[src/rtl/tscan_pkg.sv]
package tscan_pkg;
  typedef enum logic [2:0] {
    ST_IDLE,
    ST_SEEK,
    ST_NORM,
    ST_START,
    ST_CONV,
    ST_WRITE
  } seq_st_e;

  localparam int TAB_FIELD_W = 4;
endpackage

[src/rtl/tscan_phase_edge.sv]
module tscan_phase_edge (
  input  logic clk,
  input  logic rst_n,
  input  logic phase,
  output logic rise,
  output logic fall
);
  logic phase_q;

  always_ff @(posedge clk) begin
    if (!rst_n) phase_q <= 1'b0;
    else        phase_q <= phase;
  end

  assign rise = phase & ~phase_q;
  assign fall = ~phase & phase_q;
endmodule

[src/rtl/tscan_irq.sv]
module tscan_irq (
  input  logic clk,
  input  logic rst_n,
  input  logic scan_done,
  input  logic irq_ack,
  output logic scan_irq,
  output logic scan_overrun
);
  always_ff @(posedge clk) begin
    if (!rst_n) begin
      scan_irq     <= 1'b0;
      scan_overrun <= 1'b0;
    end else if (scan_done) begin
      scan_irq     <= 1'b1;
      scan_overrun <= irq_ack ? 1'b0 : (scan_overrun | scan_irq);
    end else if (irq_ack) begin
      scan_irq     <= 1'b0;
      scan_overrun <= 1'b0;
    end
  end
endmodule

[src/rtl/tscan_seq.sv]
module tscan_seq
  import tscan_pkg::*;
#(
  parameter int N_TAB  = 16,
  parameter int RES_W  = 10,
  parameter int AW     = 16,
  parameter int IDX_W  = 4,
  parameter int WORD_W = 16
) (
  input  logic              clk,
  input  logic              rst_n,
  input  logic              x_half_end,
  input  logic              y_half_end,
  input  logic [N_TAB-1:0]  norm_hit,
  input  logic [N_TAB-1:0]  tab_enable,
  output logic              conv_start,
  output logic [IDX_W-1:0]  conv_chan,
  input  logic              conv_done,
  input  logic [RES_W-1:0]  conv_data,
  input  logic [AW-1:0]     buf_base,
  output logic              wr_valid,
  input  logic              wr_ready,
  output logic [AW-1:0]     wr_addr,
  output logic [WORD_W-1:0] wr_data,
  output logic [N_TAB-1:0]  scan_mask,
  output logic              scan_done
);
  localparam int CNT_W = IDX_W + 1;

  seq_st_e          st_q;
  logic [CNT_W-1:0] idx_q;
  logic             axis_q;
  logic             late_q;
  logic             err_q;
  logic [RES_W-1:0] res_q;
  logic [N_TAB-1:0] mask_q;

  logic [IDX_W-1:0] sel;
  logic             idx_end;
  logic             half_end;
  logic             late_now;

  assign sel      = idx_q[IDX_W-1:0];
  assign idx_end  = (idx_q == CNT_W'(N_TAB));
  assign half_end = axis_q ? y_half_end : x_half_end;
  assign late_now = late_q | half_end;

  always_ff @(posedge clk) begin
    if (!rst_n) begin
      st_q   <= ST_IDLE;
      idx_q  <= '0;
      axis_q <= 1'b0;
      late_q <= 1'b0;
      err_q  <= 1'b0;
      res_q  <= '0;
      mask_q <= '0;
    end else begin
      late_q <= late_now;
      unique case (st_q)
        ST_IDLE: begin
          if (y_half_end) begin
            mask_q <= tab_enable;
            idx_q  <= '0;
            axis_q <= 1'b0;
            late_q <= 1'b0;
            st_q   <= ST_SEEK;
          end
        end
        ST_SEEK: begin
          if (idx_end) begin
            if (late_now) begin
              idx_q  <= '0;
              late_q <= 1'b0;
              axis_q <= ~axis_q;
              if (axis_q) mask_q <= tab_enable;
            end
          end else if (mask_q[sel]) begin
            st_q <= ST_NORM;
          end else begin
            idx_q <= idx_q + CNT_W'(1);
          end
        end
        ST_NORM: begin
          if (late_now) begin
            err_q <= 1'b1;
            res_q <= '0;
            st_q  <= ST_WRITE;
          end else if (norm_hit[sel]) begin
            st_q <= ST_START;
          end
        end
        ST_START: st_q <= ST_CONV;
        ST_CONV: begin
          if (conv_done) begin
            err_q <= 1'b0;
            res_q <= conv_data;
            st_q  <= ST_WRITE;
          end else if (late_now) begin
            err_q <= 1'b1;
            res_q <= '0;
            st_q  <= ST_WRITE;
          end
        end
        ST_WRITE: begin
          if (wr_ready) begin
            idx_q <= idx_q + CNT_W'(1);
            st_q  <= ST_SEEK;
          end
        end
        default: st_q <= ST_IDLE;
      endcase
    end
  end

  assign scan_done  = (st_q == ST_SEEK) && idx_end && late_now && axis_q;
  assign conv_start = (st_q == ST_START);
  assign conv_chan  = sel;
  assign wr_valid   = (st_q == ST_WRITE);
  assign wr_addr    = buf_base + AW'({sel, axis_q});
  assign wr_data    = {TAB_FIELD_W'(sel), err_q, axis_q, res_q};
  assign scan_mask  = mask_q;
endmodule

[src/rtl/tablet_scan_ctrl.sv]
module tablet_scan_ctrl #(
  parameter int N_TAB = 16,
  parameter int RES_W = 10,
  parameter int AW    = 16,
  localparam int IDX_W  = (N_TAB > 1) ? $clog2(N_TAB) : 1,
  localparam int WORD_W = tscan_pkg::TAB_FIELD_W + 2 + RES_W
) (
  input  logic              clk,
  input  logic              rst_n,
  input  logic              drive_phase,
  input  logic [N_TAB-1:0]  norm_hit,
  input  logic [N_TAB-1:0]  tab_enable,
  output logic              conv_start,
  output logic [IDX_W-1:0]  conv_chan,
  input  logic              conv_done,
  input  logic [RES_W-1:0]  conv_data,
  input  logic [AW-1:0]     buf_base,
  output logic              wr_valid,
  input  logic              wr_ready,
  output logic [AW-1:0]     wr_addr,
  output logic [WORD_W-1:0] wr_data,
  output logic              scan_irq,
  input  logic              irq_ack,
  output logic              scan_overrun
);
  logic             ph_rise;
  logic             ph_fall;
  logic             scan_done;
  logic [N_TAB-1:0] scan_mask;

  tscan_phase_edge u_edge (
    .clk   (clk),
    .rst_n (rst_n),
    .phase (drive_phase),
    .rise  (ph_rise),
    .fall  (ph_fall)
  );

  tscan_seq #(
    .N_TAB  (N_TAB),
    .RES_W  (RES_W),
    .AW     (AW),
    .IDX_W  (IDX_W),
    .WORD_W (WORD_W)
  ) u_seq (
    .clk        (clk),
    .rst_n      (rst_n),
    .x_half_end (ph_rise),
    .y_half_end (ph_fall),
    .norm_hit   (norm_hit),
    .tab_enable (tab_enable),
    .conv_start (conv_start),
    .conv_chan  (conv_chan),
    .conv_done  (conv_done),
    .conv_data  (conv_data),
    .buf_base   (buf_base),
    .wr_valid   (wr_valid),
    .wr_ready   (wr_ready),
    .wr_addr    (wr_addr),
    .wr_data    (wr_data),
    .scan_mask  (scan_mask),
    .scan_done  (scan_done)
  );

  tscan_irq u_irq (
    .clk          (clk),
    .rst_n        (rst_n),
    .scan_done    (scan_done),
    .irq_ack      (irq_ack),
    .scan_irq     (scan_irq),
    .scan_overrun (scan_overrun)
  );
endmodule

[config.mk]
export PLATFORM = sky130hd
export DESIGN_NAME = tablet_scan_ctrl
export DESIGN_NICKNAME = d
export VERILOG_FILES = /design/src/rtl/tscan_pkg.sv /design/src/rtl/tscan_phase_edge.sv /design/src/rtl/tscan_irq.sv /design/src/rtl/tscan_seq.sv /design/src/rtl/tablet_scan_ctrl.sv
export SDC_FILE = /design/constraint.sdc
export NUM_CORES = 1
export LEC_CHECK = 0
export BUFFER_PORTS_ARGS = -buffer_cell sky130_fd_sc_hd__buf_4
export CAP_MARGIN = 20
export CORE_UTILIZATION = 53
export DETAILED_ROUTE_END_ITERATION = 8
export GPL_TIMING_DRIVEN = 0
export PLACE_DENSITY = 0.94
export RECOVER_POWER = 100
export SLEW_MARGIN = 0
export SYNTH_ARGS = -nofsm -noshare
export SYNTH_HDL_FRONTEND = slang
export SYNTH_SLANG_ARGS = --single-unit
[constraint.sdc]
create_clock -name clk -period 6.3 [get_ports clk]
set_input_delay 0.63 -clock clk [delete_from_list [all_inputs] [get_ports clk]]
set_output_delay 0.63 -clock clk [all_outputs]
set_load 0.03 [all_outputs]
==> flow_summary.yaml <==
setup_path:
  crit_start: "u_seq.axis_q"
  r2r_cells: 10
  required_ps: 5670
  arrival_ps: 3060
  cp_max_fo: 9
  r2r_start: "u_seq.idx_q[1]"
  worstSetupPathType: "reg -> out"
  start_kind: "flip-flop"
  critPathCaptureType: "output port"
power_and_ir_drop:
  p_seq_frac: 0.419
  p_sw_frac: 0.343
  p_per_area_nw_per_um2: 192
  p_leak_uw: 0.00139
  clkPwrFrac: 0.254
  p_int_uw: 430
  comb_power_share: 0.327
  finalPower_uw: 654
  ir_worst_vdd_uv: 178
  switchingPower_uw: 224
sta:
  max-slew-margin-rel: 0.502
  post-route-period-util: 0.585
  final-setup-viol-count: 0
  tightest_slew_ps: 739
  period_minus_slack_ps: 3690
  slew_viol_final: 0
  hold_violations: 0
  finalClockSkew_ps: 11.3
  fin_ws_ps: 2610
  rsz0062_at_grt: "false"
  fmax_mhz: 271
  tns_ps: 0
worst_hold_path:
  hold_depth: 2
  min_path_type: "reg -> reg"
  hold_start: "u_seq.err_q"
floorplanning:
  ios: 104
  start_util: 0.554
  core_um2: 4750
  die_w_um: 72.5
  rows: 25
  die_area_um2: 5260
  die_h_um: 72.5
yosys:
  synth_edf_count: 0
  ys_ff_latch: 40
  ys_seq_area_frac: 0.304
  async_reset_ff_frac: 0
  syn_nets: 389
  synthFlopType: "dfxtp_1"
  netlist_instances: 317
  yosys_warnings: 0
  ys_types: 61
  syn-cell-area_um2: 2640
  synth_area_per_cell_um2: 8.31
placement:
  port-buffer-count: 103
  gp_congestion: 0.818
  hpwlAfterDp_mm: 5.53
  preCtsSetupSlack_ps: 2800
cts:
  cts_buffers: 5
  worstSkewPairLatency_ps: 300
  clkTransAtPathRegs_ps: 80
  post_cts_buffers: 0
  cts_hold_buf: 0
  cts_htree_levels: 2
  cts_tree: "done"
  clockBufferDepth: 2
  ctsResizeCount: 0
  root_buffer: "clkbuf_8"
  clock_sinks: 40
finish:
  antenna_cells: 0
  area_delta_synth_final_pct: 29.4
  utilization: 0.717
  fin_nets: 499
  drive_gt1_frac: 0.237
routing:
  wl_per_cell_um: 14.5
  vias: 2712
  first_iter_violations: 165
  topRoutingLayerUsed: "met4"
  drt_pass1_iterations: 4
  route.met3.wl_um: 602
  routed_via_density: 5.49
  wirelength_mm: 7.18
  met1_length_mm: 2.78
  drc_errors: 0
  met2WireLength_mm: 3.70
  ant_nets: 0
status:
  outcome: "finished clean"
job:
  max_cap_violations: 0
global_route:
  grt_max_degree: 12
  grt_usage: 0.277
  antenna_found_initial: 0
  grt_pass1_wl_mm: 11.4
  grt_overflow_total: 0
  grt_pass1_vias: 2542
[worst paths after layout]
check                            end  slack, ps
hold / removal           u_seq.err_q        460
setup / recovery         wr_addr[10]       2610
hold reg to reg          u_seq.err_q        460
setup reg to reg  u_seq.scan_mask[6]       3140
[power by group through the flow]
stage / clock [uW] / sequential (uW) / combinational (uW)
global placement: 0 / 279 / 213
CTS: 167 / 274 / 222
finish: 166 / 274 / 214
global route: 178 / 276 / 231
floorplan: 0 / 277 / 146
detailed placement: 0 / 280 / 220
[registers in the layout (all words and copies together) (netlist names)]
signal and flops:
u_edge.phase_q 1, u_seq.late_q 1, u_seq.res_q 10, u_irq.scan_irq 1
u_seq.idx_q 5, u_seq.axis_q 1, u_seq.err_q 1, u_irq.scan_overrun 1
u_seq.scan_mask 16, u_seq.st_q 3
[cells in the mapped netlist, types with 2 or more instances]
| library cell | n | area share |
|---|---|---|
| and2_1 | 5 | 0.012 |
| nor3_1 | 6 | 0.011 |
| dfxtp_1 | 40 | 0.30 |
| ha_1 | 7 | 0.033 |
| mux4_1 | 5 | 0.050 |
| a31oi_1 | 2 | 0.0047 |
| nand2b_1 | 2 | 0.0047 |
| or4_1 | 2 | 0.0057 |
| xor2_1 | 6 | 0.020 |
| nor2_1 | 20 | 0.028 |
| and3_1 | 3 | 0.0071 |
| o32ai_1 | 2 | 0.0066 |
| nand3b_1 | 3 | 0.0085 |
| mux2i_1 | 6 | 0.023 |
| or3_1 | 3 | 0.0071 |
| clkbuf_8 | 2 | 0.010 |
| o21ai_0 | 22 | 0.042 |
| clkbuf_1 | 8 | 0.011 |
| inv_1 | 13 | 0.019 |
| nand2_1 | 47 | 0.067 |
| mux2_2 | 2 | 0.0085 |
| a21o_1 | 2 | 0.0057 |
| nor2b_1 | 3 | 0.0071 |
| o22ai_1 | 2 | 0.0047 |
| buf_2 | 3 | 0.0057 |
| buf_6 | 2 | 0.0085 |
| buf_4 | 11 | 0.031 |
| a21oi_1 | 17 | 0.032 |
| nor3b_1 | 4 | 0.011 |
| a21boi_0 | 13 | 0.037 |
| a21boi_1 | 8 | 0.023 |
| xnor2_1 | 9 | 0.030 |
| nand3_1 | 9 | 0.017 |
[cells by family after synthesis]
logic type | synth area share
compound gates | 0.192
xor+xnor | 0.0499
fa+ha+maj | 0.0408
buf+inv | 0.0874
flops | 0.304
mux | 0.0897
simple gates | 0.236
[area by class of cell]
class	count	area, um^2
Tap cell	67	83.8
Multi-Input combinational cell	237	1580
Buffer	27	169
Clock inverter	1	5.00
Timing Repair Buffer	103	649
Sequential cell	40	801
Fill cell	433	1340
Clock buffer	6	72.6
Inverter	13	48.8
[layout by cell type, fill, tap and decap left out, types with 3 or more instances in the layout]
| master | n |
|---|---|
| dfxtp_1 | 40 |
| or3_1 | 4 |
| and3_1 | 3 |
| nand2_1 | 47 |
| nor3_1 | 6 |
| clkbuf_1 | 46 |
| xnor2_1 | 9 |
| buf_4 | 73 |
| xor2_1 | 6 |
| clkbuf_8 | 7 |
| o21ai_0 | 23 |
| a21boi_0 | 20 |
| inv_1 | 13 |
| nor3b_1 | 4 |
| nor2b_1 | 3 |
| and2_1 | 5 |
| mux4_1 | 5 |
| a21oi_1 | 17 |
| mux2i_1 | 6 |
| clkbuf_4 | 7 |
| nor2_1 | 21 |
| ha_1 | 7 |
| nand3b_1 | 3 |
| nand3_1 | 10 |
[per-layer routing]
layer / track usage / up-vias
li1: - / 1324
met1: 0.309 / 1236
met2: 0.510 / 140
met3: 0.0667 / 12
met4: 0.0959 / 0
met5: 0 / -
[worst max-delay path, stage by stage, from the launching register on]
cell and delay [ps]:
dfxtp_1 420, ha_1 270, fa_1 410, a21o_1 180, a21oi_1 220, nor2b_1 70, o21ai_0 510, nor3_1 130
xor2_1 190, clkbuf_1 350
[metrics by stage]
step                instance area [um^2]  hold slack (ps)  cells
CTS                                 3570              456    494
detailed placement                  3490              445    487
global route                        3410              478    494
global placement                    3490              437    487
finish                              3410              458    494
floorplan                           2640              422    317
Note: power is estimated with default switching activity, not from simulation.
